## config.mk

```make
export PLATFORM = sky130hd
export DESIGN_NAME = five_operand_adder
export DESIGN_NICKNAME = d
export VERILOG_FILES = /design/src/rtl/five_operand_adder.sv
export SDC_FILE = /design/constraint.sdc
export NUM_CORES = 1
export LEC_CHECK = 0
export ABC_AREA = 1
export BUFFER_PORTS_ARGS = -buffer_cell sky130_fd_sc_hd__buf_4
export CAP_MARGIN = 20
export CORE_ASPECT_RATIO = 1.4
export CORE_MARGIN = 5
export CORE_UTILIZATION = 30
export DETAILED_ROUTE_END_ITERATION = 8
export MAX_ROUTING_LAYER = met4
export PLACE_DENSITY = 0.52
export SYNTH_ARGS = -nofsm -noshare
export SYNTH_HDL_FRONTEND = slang
export SYNTH_SLANG_ARGS = --single-unit
```

## constraint.sdc

```tcl
create_clock -name vclk -period 8.3
set_clock_uncertainty 0.1 [all_clocks]
set_input_delay 0.83 -clock vclk [all_inputs]
set_output_delay 0.83 -clock vclk [all_outputs]
set_load 0.02 [all_outputs]
```

## src/rtl/five_operand_adder.sv

```systemverilog
module five_operand_adder #(
  parameter int W      = 8,
  parameter bit PAIRED = 1'b0
) (
  input  logic [W-1:0] a,
  input  logic [W-1:0] b,
  input  logic [W-1:0] c,
  input  logic [W-1:0] d,
  input  logic [W-1:0] e,
  output logic [W-1:0] y
);
  localparam int NP = (W + 1) / 2;
  localparam int PW = 2 * NP;

  logic [W-1:0] ref_sum;
  assign ref_sum = a + b + c + d + e;

  generate
    if (!PAIRED) begin : g_col
      logic [W-1:0] t0, t1, t2, ps, pc;
      assign t1[0]   = 1'b0;
      assign t2[1:0] = 2'b00;
      for (genvar i = 0; i < W; i++) begin : g_cnt
        logic [2:0] n;
        assign n = 3'(a[i]) + 3'(b[i]) + 3'(c[i]) + 3'(d[i]) + 3'(e[i]);
        assign t0[i] = n[0];
        if (i + 1 < W) begin : g_w2
          assign t1[i+1] = n[1];
        end
        if (i + 2 < W) begin : g_w4
          assign t2[i+2] = n[2];
        end
        always_comb begin

          cnt_range_chk: assert (!(n[2] && n[1]));
        end
      end
      assign ps = t0 ^ t1 ^ t2;
      assign pc = ((t0 & t1) | (t0 & t2) | (t1 & t2)) << 1;
      assign y  = ps + pc;
      always_comb begin

        counter_sum_chk: assert ((t0 + t1 + t2) == ref_sum);

        csa_keep_chk: assert ((ps + pc) == (t0 + t1 + t2));
      end
    end else begin : g_pair
      logic [PW-1:0]   ae, be, ce, de, ee;
      logic [PW-1:0]   v0;
      logic [PW+1:0]   v1;
      assign ae = PW'(a);
      assign be = PW'(b);
      assign ce = PW'(c);
      assign de = PW'(d);
      assign ee = PW'(e);
      assign v1[1:0] = 2'b00;
      for (genvar k = 0; k < NP; k++) begin : g_cnt
        logic [2:0] lo, hi;
        logic [3:0] q;
        assign lo = 3'(ae[2*k]) + 3'(be[2*k]) + 3'(ce[2*k]) + 3'(de[2*k]) + 3'(ee[2*k]);
        assign hi = 3'(ae[2*k+1]) + 3'(be[2*k+1]) + 3'(ce[2*k+1])
                  + 3'(de[2*k+1]) + 3'(ee[2*k+1]);
        assign q  = 4'(lo) + {hi, 1'b0};
        assign v0[2*k+1:2*k]   = q[1:0];
        assign v1[2*k+3:2*k+2] = q[3:2];
        always_comb begin

          pair_range_chk: assert (!(lo[2] && lo[1]) && !(hi[2] && hi[1]));
        end
      end
      assign y = v0[W-1:0] + v1[W-1:0];
      always_comb begin

        pair_vec_chk: assert (W'(v0 + v1) == ref_sum);
      end
    end
  endgenerate

  always_comb begin

    sum_mod_chk: assert (y == ref_sum);
  end
endmodule

```

## Yosys cells after proc, flatten, opt, wreduce, memory -nomap -nowiden

Cells that the tools add are included.

- Add/sub/neg operators: 33
- Bitwise logic cells: 7

Operators with widths:

| cell | number |
|---|---|
| $add 3x1->3 | 12 |
| $and 7x7->7 | 3 |
| $add 2x1->3 | 6 |
| $xor 8x8->8 | 2 |
| $add 1x1->2 | 7 |
| $or 7x7->7 | 2 |
| $add 8x8->8 | 1 |
| $add 2x1->2 | 3 |
| $add 1x1->1 | 4 |

- Register bits after elaboration: 0
- Bits of input ports: 40
- Output and inout port bits: 8
- Logic and storage cells: 40

## Longest topological paths before layout

Gate-level depths: netlist of the first run.

- Depth after elaboration: 8
- Gate-level depth with buffers: 15
- Mapped depth without buffers: 15

## Worst setup path before layout of the first run

No wires, ideal clock.

- Kind: input port to output port
- Start point: input port a[1]
- End point: output port y[6]
- Arrival: 3.550 ns
- Data required time: 7.370 ns
- Slack: 3.820 ns
- Stages on the path: 13
- Path buffers: 0
- Path through: fa_1 > inv_1 > fa_1 > inv_1 > ha_1 > inv_1 > fa_1 > inv_1 > ha_1 > fa_1 > nand3_1 > nand2_1 > xor2_1

- Longest elaborated chain between the ends: 8
- Elaborated cells on any way between the ends: 12
- Those cells by class: add/sub: 5; bitwise: 7

RTL lines:

| what | RTL line | text |
|---|---|---|
| start, declared | 5 | `input logic [W-1:0] a,` |
| $add 1x1->2 * | 25 | `assign n = 3'(a[i]) + 3'(b[i]) + 3'(c[i]) + 3'(d[i]) + 3'(e[i]);` |
| $add 2x1->3 * | 25 |  |
| $add 3x1->3 * (2 in a row) | 25 |  |
| $and 7x7->7 | 39 | `assign pc = ((t0 & t1) \| (t0 & t2) \| (t1 & t2)) << 1;` |
| $or 7x7->7 (2 in a row) | 39 |  |
| $add 8x8->8 * | 40 | `assign y = ps + pc;` |
| end, declared | 10 | `output logic [W-1:0] y` |

Mark *: on every way between the ends. The rest lies on a longest branch, timed or not.

## Final worst setup path of the first run

Same ends and word-level chain as after synthesis.

==> flow_metrics.py, run 1 <==
metrics = {
    "status": {
        "outcome": "finished clean",
    },
    "timing": {
        "worst_slew_pin_slew_ns": 0.234,
        "slew_violations": 0,
        "fin_ws_ns": 3.66,
        "max_freq_mhz": 215,
        "maxSlewHeadroom": 0.843,
        "period_needed_ns": 4.64,
        "setup_viol": 0,
        "rsz0062_at_grt": "false",
        "fin_setup_tns_ns": 0,
        "fin_crit_sh": 0.559,
        "hold_viol": 0,
    },
    "setup_path": {
        "cp.depth": 15,
        "cp_cell_sequence": "buf_4 -> fa_1 -> inv_1 -> fa_1 -> inv_1 -> ha_1 -> inv_1 -> fa_1 -> inv_1 -> ha_1 -> fa_1 -> nand3_1 -> nand2_1 -> xor2_1 -> buf_4",
        "critPathArrivalTime_ns": 3.71,
        "path_class": "in2out",
        "startpoint": "a[1]",
        "critPathCapture": "y[6]",
        "cp_max_fo": 3,
        "required_ns": 7.37,
        "cpPeakStageDelay_ns": 0.53,
        "crit_buf_inv": 6,
        "worst_path_max_delay_cell": "fa_1",
        "critPathTopFamily": "adder cells",
        "startpoint_type": "primary input",
        "end_kind": "output pin",
    },
    "floorplan": {
        "start_util": 0.303,
        "pin_count": 48,
        "die_w_um": 58.9,
        "die_h_um": 78.5,
        "rows": 25,
        "fp.coreArea_um2": 3320,
        "die_area_um2": 4630,
    },
    "drt": {
        "ant_nets": 0,
        "first_pass_iters": 4,
        "drc_errors": 0,
        "via_per_inst": 4.18,
        "wl_per_cell_um": 8.84,
        "drt_iter0_drc": 8,
        "vias": 944,
        "routed_wirelength_um": 2000,
    },
    "grt": {
        "grt_pass1_wl_um": 3490,
        "grt_antenna_before_repair": 0,
        "gr-total-overflow": 0,
        "grt_max_degree": 6,
        "track_usage": 0.0914,
        "grt_pass1_vias": 970,
    },
    "layout": {
        "design.seq.count": 0,
        "fill_cells": 356,
        "final-seq-area_um2": 0,
        "n_antenna_cell": 0,
        "area_delta_synth_final_pct": 40.8,
        "clock_buffer_count": 0,
        "nNetsFinal": 260,
        "drive_gt1_frac": 0.285,
    },
    "clock_network": {
        "postCtsSetupRepairBufs": 0,
        "cts_resized": 0,
        "cts_hold_buf": 0,
    },
    "placement": {
        "gp_congestion": 0.765,
        "dpl.hpwl_um": 1990,
        "pre_cts_ws_ns": 3.63,
        "port_buffers": 48,
    },
    "yosys": {
        "ys_seq_area_frac": 0,
        "synthCells": 138,
        "syn_avg_cell_area_um2": 7.29,
        "ys_warn_count": 0,
        "syn_area_um2": 1010,
        "syn_nets": 210,
        "ys_types": 13,
    },
    "job": {
        "maxCapViolCount": 0,
    },
    "worst_hold_path": {
        "hold_path_depth": 3,
        "min_path_type": "in2out",
    },
    "pwr": {
        "leakagePower_nw": 0.892,
        "vdd.ir_drop.worst_mv": 0.155,
        "p_per_area_nw_per_um2": 209,
    },
}
-- cells in the mapped netlist --
cell / instances / area [µm²]
inv_2: 2 / 7.51
nand2_1: 30 / 113
nand4_1: 1 / 6.26
o211ai_2: 1 / 12.5
xor2_1: 4 / 35.0
nor2_1: 2 / 7.51
fa_1: 20 / 400
nand3_1: 11 / 55.1
inv_1: 49 / 184
nand2_2: 2 / 12.5
a21oi_1: 3 / 15.0
nand3b_1: 1 / 7.51
ha_1: 12 / 150
-- layout by cell type (no fill, tap or decap) --
master     n
nand2_2    2
a21oi_1    3
nand4_1    1
fa_1      20
nor2_1     2
inv_1     49
nand3_1   11
buf_4     48
o211ai_2   1
xor2_1     4
nand3b_1   1
nand2_1   30
ha_1      12
inv_2      2
-- layout make-up --
class	count	area (µm²)	area share
multi-input cells	87	815	0.575
repair buffers	48	360	0.254
inverters	51	191	0.135
well taps	40	50.0	0.0353
-- power by group --
part	internal, mW	switching [mW]
registers	0	0
logic	0.129	0.166
clock network	0	0
total	0.129	0.166
-- per-stage QoR --
stage / hold WS (ns) / std cells / power [mW] / area, µm² / utilization
6_report: 1.92 / 226 / 0.295 / 1420 / 0.427
5_1_grt: 1.94 / 226 / 0.333 / 1420 / 0.427
4_1_cts: 1.93 / 226 / 0.304 / 1420 / 0.427
2_1_floorplan: 1.82 / 138 / 0.199 / 1010 / -
3_3_place_gp: 1.93 / 226 / 0.300 / 1420 / 0.427
3_5_place_dp: 1.93 / 226 / 0.303 / 1420 / 0.427
-- metal layers --
metal | vias up | share of wire | track usage
met1 | 415 | 0.34 | 0.0908
met4 | 0 | 0 | 0
met2 | 36 | 0.55 | 0.190
li1 | 493 | - | -
met3 | 0 | 0.11 | 0.0115
met5 | - | 0 | -
-- worst min-delay path by stage --
| stage | start | end |
|---|---|---|
| after CTS | e[0] | y[0] |
| after detailed placement | e[0] | y[0] |
| after global routing | e[0] | y[0] |
| final | e[0] | y[0] |
| after floorplan | e[0] | y[0] |
| after global placement | e[0] | y[0] |
-- logic make-up after synthesis --
group | count (synthesis) | share of synthesized area
buffers and inverters | 51 | 0.190
and+or+nand+nor | 47 | 0.200
adders and majority gates | 32 | 0.547
AOI/OAI and AO/OA | 4 | 0.0274
xor gates and xnor gates | 4 | 0.0348
(Power assumes the default switching activity.)
==> inputs of run 2 (changes only) <==
- PLACE_DENSITY: 0.52 -> 0.54
- clock period: 8.3 -> 4.1 ns (I/O delays scaled with it)
==> flow_metrics.py, run 2 (synthesis results as in run 1) <==
metrics = {
    "floorplan": {
        "rows": 25,
        "start_util": 0.303,
        "fp.coreArea_um2": 3320,
        "die_h_um": 78.5,
        "pin_count": 48,
        "die_w_um": 58.9,
        "die_area_um2": 4630,
    },
    "layout": {
        "final_cell_area_um2": 1420,
        "layout_common_cells": "inv_1 (49), buf_4 (48), nand2_1 (30), fa_1 (20), ha_1 (12)",
        "clock_buffer_count": 0,
        "final_common_cell": "inv_1",
        "nNetsFinal": 260,
        "multiInputGateArea_um2": 815,
        "design.seq.count": 0,
        "drive_gt1_frac": 0.285,
        "area_delta_synth_final_pct": 40.8,
        "n_antenna_cell": 0,
        "post-route-util": 0.427,
        "final-seq-area_um2": 0,
        "fill_cells": 374,
    },
    "timing": {
        "max_freq_mhz": 263,
        "period_needed_ns": 3.81,
        "rsz0062_at_grt": "false",
        "setup_viol": 0,
        "slew_violations": 0,
        "hold_viol": 0,
        "worst_slew_pin_slew_ns": 0.252,
        "hold_ws_ns": 1.09,
        "maxSlewHeadroom": 0.831,
        "fin_setup_tns_ns": 0,
        "fin_crit_sh": 0.929,
    },
    "setup_path": {
        "critPathArrivalTime_ns": 3.30,
        "startpoint_type": "primary input",
        "startpoint": "a[1]",
        "cp_max_fo": 3,
        "path_class": "in2out",
        "end_kind": "output pin",
        "required_ns": 3.59,
        "critPathCapture": "y[6]",
    },
    "drt": {
        "first_pass_iters": 4,
        "vias": 964,
        "ant_nets": 0,
        "via_per_inst": 4.27,
        "wl_per_cell_um": 8.92,
        "drt_iter0_drc": 10,
        "routed_wirelength_um": 2020,
        "drc_errors": 0,
    },
    "clock_network": {
        "cts_hold_buf": 0,
        "cts_resized": 0,
        "postCtsSetupRepairBufs": 0,
    },
    "grt": {
        "grt_pass1_vias": 1015,
        "grt_antenna_before_repair": 0,
        "track_usage": 0.0943,
        "grt_pass1_wl_um": 3600,
        "gr-total-overflow": 0,
        "grt_max_degree": 6,
    },
    "placement": {
        "port_buffers": 48,
        "place_area_um2": 1420,
        "gp_congestion": 0.771,
        "dpl.hpwl_um": 2010,
    },
    "status": {
        "outcome": "finished clean",
    },
    "pwr": {
        "power_mw": 0.596,
        "vdd.ir_drop.worst_mv": 0.458,
        "p_per_area_nw_per_um2": 421,
        "leakagePower_nw": 0.892,
    },
    "job": {
        "maxCapViolCount": 0,
    },
    "worst_hold_path": {
        "min_path_type": "in2out",
    },
}
[run 2: worst min path at each step]
stage | startpoint | end | slack (ns) | depth (start not counted)
detailed placement | e[0] | y[0] | 1.09 | 3
CTS | e[0] | y[0] | 1.09 | 3
floorplan | e[0] | y[0] | 0.98 | 1
finish | e[0] | y[0] | 1.09 | 3
global route | e[0] | y[0] | 1.10 | 3
global placement | e[0] | y[0] | 1.09 | 3
[run 2: routing by layer]
metal,GRT usage,routed length (µm)
met1,0.0894,667
met2,0.200,1110
met3,0.00987,240
met4,0.00454,0
met5,-,0
[run 2: layout make-up]
class | instances | area share
Inverter | 51 | 0.135
Multi-Input combinational cell | 87 | 0.575
Tap cell | 40 | 0.0353
Timing Repair Buffer | 48 | 0.254
[run 2: worst max-delay path, cell delays in order]
cell     delay, ns
buf_4         0.11
fa_1          0.53
inv_1         0.05
fa_1          0.35
inv_1         0.06
ha_1          0.12
inv_1         0.05
fa_1          0.49
inv_1         0.04
ha_1          0.21
fa_1          0.41
nand3_1       0.09
nand2_1       0.06
xor2_1        0.16
buf_4         0.17
[run 2: power by group]
part / switching [mW] / internal, mW / leakage [nW] / total (mW)
clock network: 0 / 0 / 0 / 0
registers: 0 / 0 / 0 / 0
logic: 0.335 / 0.261 / 0.892 / 0.596
[run 2: through the flow]
stage	worst slack (ns)	std cells
2_1_floorplan	0.460	138
4_1_cts	0.263	226
3_5_place_dp	0.268	226
5_1_grt	0.0939	226
3_3_place_gp	0.314	226
6_report	0.292	226
